## config.mk

```make
export PLATFORM = sky130hd
export DESIGN_NAME = sof_flag_timer
export DESIGN_NICKNAME = d
export VERILOG_FILES = /design/src/rtl/sof_flag_timer.sv
export SDC_FILE = /design/constraint.sdc
export NUM_CORES = 1
export LEC_CHECK = 0
export ABC_CLOCK_PERIOD_IN_PS = 3300
export CAP_MARGIN = 0
export CORE_MARGIN = 2
export CORE_UTILIZATION = 58
export DETAILED_ROUTE_END_ITERATION = 8
export DONT_BUFFER_PORTS = 1
export GPL_TIMING_DRIVEN = 0
export MAX_ROUTING_LAYER = met4
export PLACE_DENSITY = 0.76
export SYNTH_ARGS = -nofsm -noshare
export SYNTH_HDL_FRONTEND = slang
export SYNTH_SLANG_ARGS = --single-unit
```

## constraint.sdc

```tcl
create_clock -name clk -period 3.3 [get_ports clk]
set_input_delay 0.495 -clock clk [delete_from_list [all_inputs] [get_ports clk]]
set_output_delay 0.495 -clock clk [all_outputs]
set_load 0.01 [all_outputs]
```

## src/rtl/sof_flag_timer.sv

```systemverilog
module sof_flag_timer #(
  parameter int NOMINAL = 12000,
  parameter int TOL     = 60,
  parameter int TIMEOUT = 12043
) (
  input  logic clk,
  input  logic rst_n,
  input  logic bus_reset,
  input  logic bit_en,
  input  logic sof_ok,
  input  logic sof_bad,
  input  logic lock_mode,
  input  logic wr_en,
  input  logic wr_clr,
  output logic sof_flag
);
  localparam int CW = $clog2(TIMEOUT + 1);
  localparam logic [CW-1:0] WIN_LO = CW'(NOMINAL - TOL);
  localparam logic [CW-1:0] WIN_HI = CW'(NOMINAL + TOL);
  localparam logic [CW-1:0] TMO    = CW'(TIMEOUT);
  localparam logic [CW-1:0] ONE    = CW'(1);

  logic [CW-1:0] cnt, period;
  logic          locked, prev_real;

  wire [CW-1:0] span     = cnt + {{(CW-1){1'b0}}, bit_en};
  wire          in_win   = (span >= WIN_LO) && (span <= WIN_HI);
  wire          use_lock = lock_mode && locked;
  wire [CW-1:0] limit    = use_lock ? period : TMO;
  wire          tmo_ev   = bit_en && !sof_ok && (cnt == limit - ONE);
  wire          bad_ev   = sof_bad && use_lock && !sof_ok;
  wire          syn_ev   = tmo_ev || bad_ev;
  wire          frame_ev = sof_ok || syn_ev;

  always_ff @(posedge clk or negedge rst_n) begin
    if (!rst_n)                     cnt <= '0;
    else if (bus_reset || frame_ev) cnt <= '0;
    else if (bit_en)                cnt <= cnt + ONE;
  end

  always_ff @(posedge clk or negedge rst_n) begin
    if (!rst_n) begin
      locked    <= 1'b0;
      prev_real <= 1'b0;
      period    <= TMO;
    end else if (bus_reset) begin
      locked    <= 1'b0;
      prev_real <= 1'b0;
      period    <= TMO;
    end else if (sof_ok) begin
      prev_real <= 1'b1;
      if (prev_real) begin
        locked <= in_win;
        if (in_win) period <= span;
      end
    end else if (syn_ev) begin
      prev_real <= 1'b0;
    end
  end

  always_ff @(posedge clk or negedge rst_n) begin
    if (!rst_n)                 sof_flag <= 1'b0;
    else if (bus_reset)         sof_flag <= 1'b0;
    else if (frame_ev)          sof_flag <= 1'b1;
    else if (wr_en && wr_clr)   sof_flag <= 1'b0;
  end
endmodule

```

# Yosys cells after proc, flatten, opt, wreduce, memory -nomap -nowiden
# Cells that the tools add are included.
[word_totals] reg_bits=31 latch_bits=0 ram_bits=0 rom_bits=0 output_inout_bits=1 mem_count=0
[classes] addsub=3 n_mul=0 n_div=0 order_cmp=2 n_eq_ne=1 shift=0 n_mux=16 bitwise=0 n_reduce_logical=19
[ops] cell="14-bit 2-to-1 mux" count=7
[ops] cell="14-bit by 1-bit adder with 14-bit output" count=1
[ops] cell="14-bit by 1-bit adder with 14-bit output, second input constant" count=1
[ops] cell="14-bit == test" count=1
[ops] cell="14-bit >= comparator, second input constant" count=1
[ops] cell="14-bit <= comparator, second input constant" count=1
[ops] cell="14-bit by 1-bit subtractor with 14-bit output, second input constant" count=1
[ops] cell="1-bit 2-to-1 mux" count=9
[ops] cell="2-bit nonzero test" count=4
[ops] cell="1-bit logical AND" count=7
[ops] cell="3-bit nonzero test" count=2
[ops] cell="1-bit logical OR" count=3
[ops] cell="3-bit AND reduction" count=1
[ops] cell="2-bit AND reduction" count=1
[ops] cell="1-bit zero test" count=1

# Longest topological paths before layout
[depth] word_depth=9 mapped_depth=11

# Least setup slack after synthesis
# Ideal clock, no wire load.
[synth_path] kind="input to register" startpoint="input lock_mode" endpoint="register cnt[4]" setup_ns=0.136 t_arrival_ns=3.014 required_ns=3.164 setup_slack_ns=0.150 path_stages=11 n_path_buf=2 path_cell_list="nand2_1 > clkbuf_1 > nor2_1 > ha_1 > or4b_2 > or2_2 > o211ai_1 > o221ai_1 > nor3_1 > buf_2 > a21oi_1"
[synth_between] elab_chain_len=9 word_cells_on_any_way=12 cone_classes="1 x add/sub; 1 x eq/ne; 2 x mux; 8 x reduce/logical"
[synth_rtl] item="start: declaration" line="12" rtl="input logic lock_mode,"
[synth_rtl] item="1-bit logical AND (*)" line="28" rtl="wire use_lock = lock_mode && locked;"
[synth_rtl] item="14-bit 2-to-1 mux" line="29" rtl="wire [CW-1:0] limit = use_lock ? period : TMO;"
[synth_rtl] item="14-bit by 1-bit subtractor with 14-bit output" line="30" rtl="wire tmo_ev = bit_en && !sof_ok && (cnt == limit - ONE);"
[synth_rtl] item="14-bit == test" line="30"
[synth_rtl] item="1-bit logical AND" line="30"
[synth_rtl] item="1-bit logical OR (*)" line="32" rtl="wire syn_ev = tmo_ev || bad_ev;"
[synth_rtl] item="1-bit logical OR (*)" line="33" rtl="wire frame_ev = sof_ok || syn_ev;"
[synth_rtl] item="1-bit logical OR (*)" line="37" rtl="else if (bus_reset || frame_ev) cnt <= '0;"
[synth_rtl] item="14-bit 2-to-1 mux / 2-bit nonzero test (equally long branches)"
[synth_rtl] item="end signal: assignment" line="38" rtl="else if (bit_en) cnt <= cnt + ONE;"
[synth_rtl] item="end: declaration" line="23" rtl="logic [CW-1:0] cnt, period;"
# Every way passes the cells marked *; elsewhere a longest branch is shown, timed or not.
# A chain may end at the register's enable or synchronous reset.

# Worst setup path in the final report
[layout_path] startpoint="register cnt[0]" endpoint="register period[5]"
[layout_between] elab_chain_len=5 word_cells_on_any_way=10 cone_classes="1 x add/sub; 2 x order compare; 4 x mux; 3 x reduce/logical"
[layout_rtl] item="14-bit by 1-bit adder with 14-bit output (*)" line="26" rtl="wire [CW-1:0] span = cnt + {{(CW-1){1'b0}}, bit_en};"
[layout_rtl] item="14-bit >= comparator, or another cell as far along" line="27" rtl="wire in_win = (span >= WIN_LO) && (span <= WIN_HI);"
[layout_rtl] item="1-bit logical AND / 14-bit 2-to-1 mux (equally long branches)" line="27, 52"
[layout_rtl] item="2-bit nonzero test (no source line) / 14-bit 2-to-1 mux (equally long branches)"
[layout_rtl] item="3-bit AND reduction (no source line) / 14-bit 2-to-1 mux (equally long branches)"
[layout_rtl] item="end signal: assignment" line="54" rtl="if (in_win) period <= span;"
[layout_rtl] item="end: declaration" line="23"
# Every way passes the cells marked *; elsewhere a longest branch is shown, timed or not. The select of a mux whose other input is x is not followed.

==> flow_summary_export.csv <==
group,metric,value,unit
outcome,status,"finished, final reports clean",
floorplanning,die_w,69.72,um
sta,timing.slew.headroom,58.60,%
detailed_routing,wl_per_cell,18.51,um
floorplanning,initial_core_util,61.30,%
yosys,postSynthAreaPerCell,8.240,um^2
sta,slew_violations,0,
sta,layout_setup_ws,0.1673,ns
sta,hold-worst-slack,0.01014,ns
worst_setup_path,crit_arrival,3.28,ns
final_layout,drive_gt1_share,15.41,%
power_and_ir_drop,switching_share,24.46,%
power_and_ir_drop,p_int,0.5452,mW
clocking,clock_sinks,31,
sta,rsz0062_at_grt,"no",
sta,fmax,319.2,MHz
sta,finClkSkew,0.005831,ns
global_routing,grt_max_degree,24,
place,pre_cts_ws,-0.7121,ns
place,dp.cells,354,
global_routing,grt_use_total,29.30,%
power_and_ir_drop,seq_power_share,53.7,%
sta,period_minus_slack,3.133,ns
worst_setup_path,reg2regPathDepth,8,
detailed_routing,dr.pass1.iters,4,
floorplanning,rows,23,
detailed_routing,drc,0,
yosys,syn_inst,304,
worst_setup_path,required,3.45,ns
detailed_routing,drtIter0Drc,197,
yosys,synth_edf_count,0,
power_and_ir_drop,clockPowerShare,41.4,%
power_and_ir_drop,vdd_drop_max,250.8,uV
worst_setup_path,rrSetupSlack,0.17,ns
detailed_routing,vias,2393,
yosys,ys.warnings.count,0,
final_layout,antennaDiodeCount,0,
sta,finalCritPeriodShare,94.93,%
yosys,ys.flop_type,"dfrtp_1",
yosys,ys_seq_elements,31,
floorplanning,die_area,4860,um^2
final_layout,final_util,68.22,%
clocking,numCtsBuffers,5,
worst_setup_path,path_class,"reg -> reg",
sta,setup_violations,0,
worst_setup_path,crit_end,"period[5]$_DFFE_PN0P_",
power_and_ir_drop,power.leakage,0.9533,nW
worst_setup_path,startpoint,"cnt[0]$_DFFE_PN0P_",
clocking,h-tree-depth,2,
detailed_routing,ant_nets,0,
detailed_routing,wl,6811,um
floorplanning,core_area,4086,um^2
floorplanning,pin_count,10,
yosys,ys_seq_area_share,31.37,%
clocking,clock_latency,0.29,ns
final_layout,layout_commonest_cell,"nand2_1",
worst_setup_path,cp_max_fo,8,
yosys,netlist_area,2505,um^2
final_layout,nets,330,
final_layout,instances_no_fill,368,
detailed_routing,via_per_inst,6.503,
power_and_ir_drop,powerDensity,258.9,nW/um^2
sta,worst_pin_slew,0.6153,ns
min_path,hp-class,"in -> async",
power_and_ir_drop,p_switching,0.1765,mW
place,place_hpwl,4758,um
worst_setup_path,rr_endpoint,"period[5]$_DFFE_PN0P_",
yosys,yosys.area.top_type,"dfrtp_1",
power_and_ir_drop,report.power.total,0.7217,mW
clocking,path_clk_slew,0.07,ns
final_layout,layout_common_cells,"nand2_1 (31), nor2_1 (23), a21oi_1 (23)",
yosys,synth_cell_type_count,65,
global_routing,grt_pass1_wl,10930,um
clocking,cts-root-buf,"clkbuf_8",
yosys,async_reset_ff_share,100.0,%
yosys,ys_top_cells_by_area,"dfrtp_1 (23%), dfstp_2 (8.4%), xnor2_1 (6.6%)",
place,place_congestion,0.9443,
place,io_buffers,0,
worst_setup_path,cp-end-kind,"register",
sta,finalHoldViolations,0,
yosys,synth_fp_nets,317,
final_layout,syn_to_final_growth,11.29,%
worst_setup_path,r2r-start,"cnt[0]$_DFFE_PN0P_",
clocking,cts_max_path_buffers,2,
flow_run,maxCapViolations,0,
global_routing,grt_pass1_vias,2207,
floorplanning,die_y,69.72,um
power_and_ir_drop,p_comb_share,4.9,%
global_routing,gr-total-overflow,0,
global_routing,antenna_found_initial,0,
worst_setup_path,cp-start-kind,"register",
clocking,cts_tree,"done",
yosys,synth.top_cell.area_share,22.98,%
-- sequential cells by signal, indices dropped and copies added, names as in the netlist --
signal     count
cnt           14
period        14
locked         1
prev_real      1
sof_flag       1
-- critical path: stages, from the launching register on --
cell,delay [ns]
dfrtp_2,0.47
ha_2,0.30
ha_1,0.27
nand4_1,0.25
or3_1,0.44
a22oi_1,0.20
nand4_1,0.32
a2111oi_1,0.64
a211oi_1,0.10
-- per-stage QoR --
| stage | cell area [um^2] | TNS [ns] |
|---|---|---|
| after global routing | 2788 | 0 |
| after floorplan | 2505 | 0 |
| after CTS | 2704 | -0.03128 |
| final | 2788 | 0 |
| after global placement | 2567 | -7.677 |
| after detailed placement | 2567 | -9.243 |
-- power by group through the flow --
stage	logic, mW	clock network (mW)	registers [mW]
detailed placement	0.0264	0	0.394
global route	0.0398	0.317	0.387
floorplan	0.0195	0	0.393
global placement	0.0253	0	0.394
finish	0.0354	0.299	0.387
CTS	0.0352	0.299	0.387
-- how the worst min path moves through the flow --
stage	slack (ns)	to	cells after the start
6_report	0.01	period[12]$_DFFE_PN0P_	1
5_1_grt	0.01	prev_real$_DFFE_PN0P_	1
4_1_cts	0.01	sof_flag$_DFFE_PN0P_	1
3_5_place_dp	0.20	period[2]$_DFFE_PN0P_	0
3_3_place_gp	0.20	period[2]$_DFFE_PN0P_	0
2_1_floorplan	0.20	cnt[0]$_DFFE_PN0P_	0
-- layout make-up --
type	count	area [um^2]
plain buffers	23	111.4
clock buffers	8	80.08
fillers	362	1299
inverters	10	37.54
multi-input cells	240	1650
flip-flops and latches	31	788.3
well taps	50	62.56
repair buffers	6	57.56
-- synth_stat cells (2+ instances only) --
cell type / instances
a211oi_1: 7
buf_1: 2
dfrtp_1: 23
a31o_2: 3
or4_1: 2
nand4_1: 10
a211o_1: 2
buf_6: 2
o21ai_0: 6
o211ai_1: 4
mux2i_1: 4
ha_1: 4
dfstp_2: 8
xnor2_1: 19
nor2b_1: 3
a2111oi_0: 5
a31oi_1: 3
a32oi_1: 2
nor2_1: 23
a21oi_1: 23
nor3_1: 11
xor2_1: 9
nor4_1: 9
and4_1: 3
or3_1: 8
inv_1: 10
clkbuf_1: 16
buf_2: 3
and3_1: 2
nand2b_1: 4
mux2_2: 2
and2_1: 2
nand3_1: 7
nand2_1: 32
-- layer usage --
metal  share of wire, %  routed length (um)  track usage, %  vias to the layer above
li1                   -                   -               -                     1160
met1                 46                3106           40.15                     1155
met2                 47                3172           45.09                       64
met3                5.5                 375           4.506                       14
met4                2.3                 155           8.974                        0
met5                  0                   0               -                        -
-- timing repair --
action,4_1_cts,5_1_grt
hold endpoints to repair,23,0
hold buffers,1,0
setup buffers,1,4
setup endpoints to repair,18,28
gates resized for setup,7,16
gates cloned,0,0
pin swaps,1,2
-- cell families after synthesis --
group                    Yosys count  share of synthesized area (%)
XOR/XNOR                          28                          9.790
adder cells (fa/ha/maj)            4                          1.998
multiplexers                       6                          2.498
buffers and inverters             33                          5.694
AO/OA/AOI/OAI                     74                          20.38
flip-flops                        31                          31.37
AND/OR/NAND/NOR                  128                          28.27
Power figures use the tool's default switching activity.
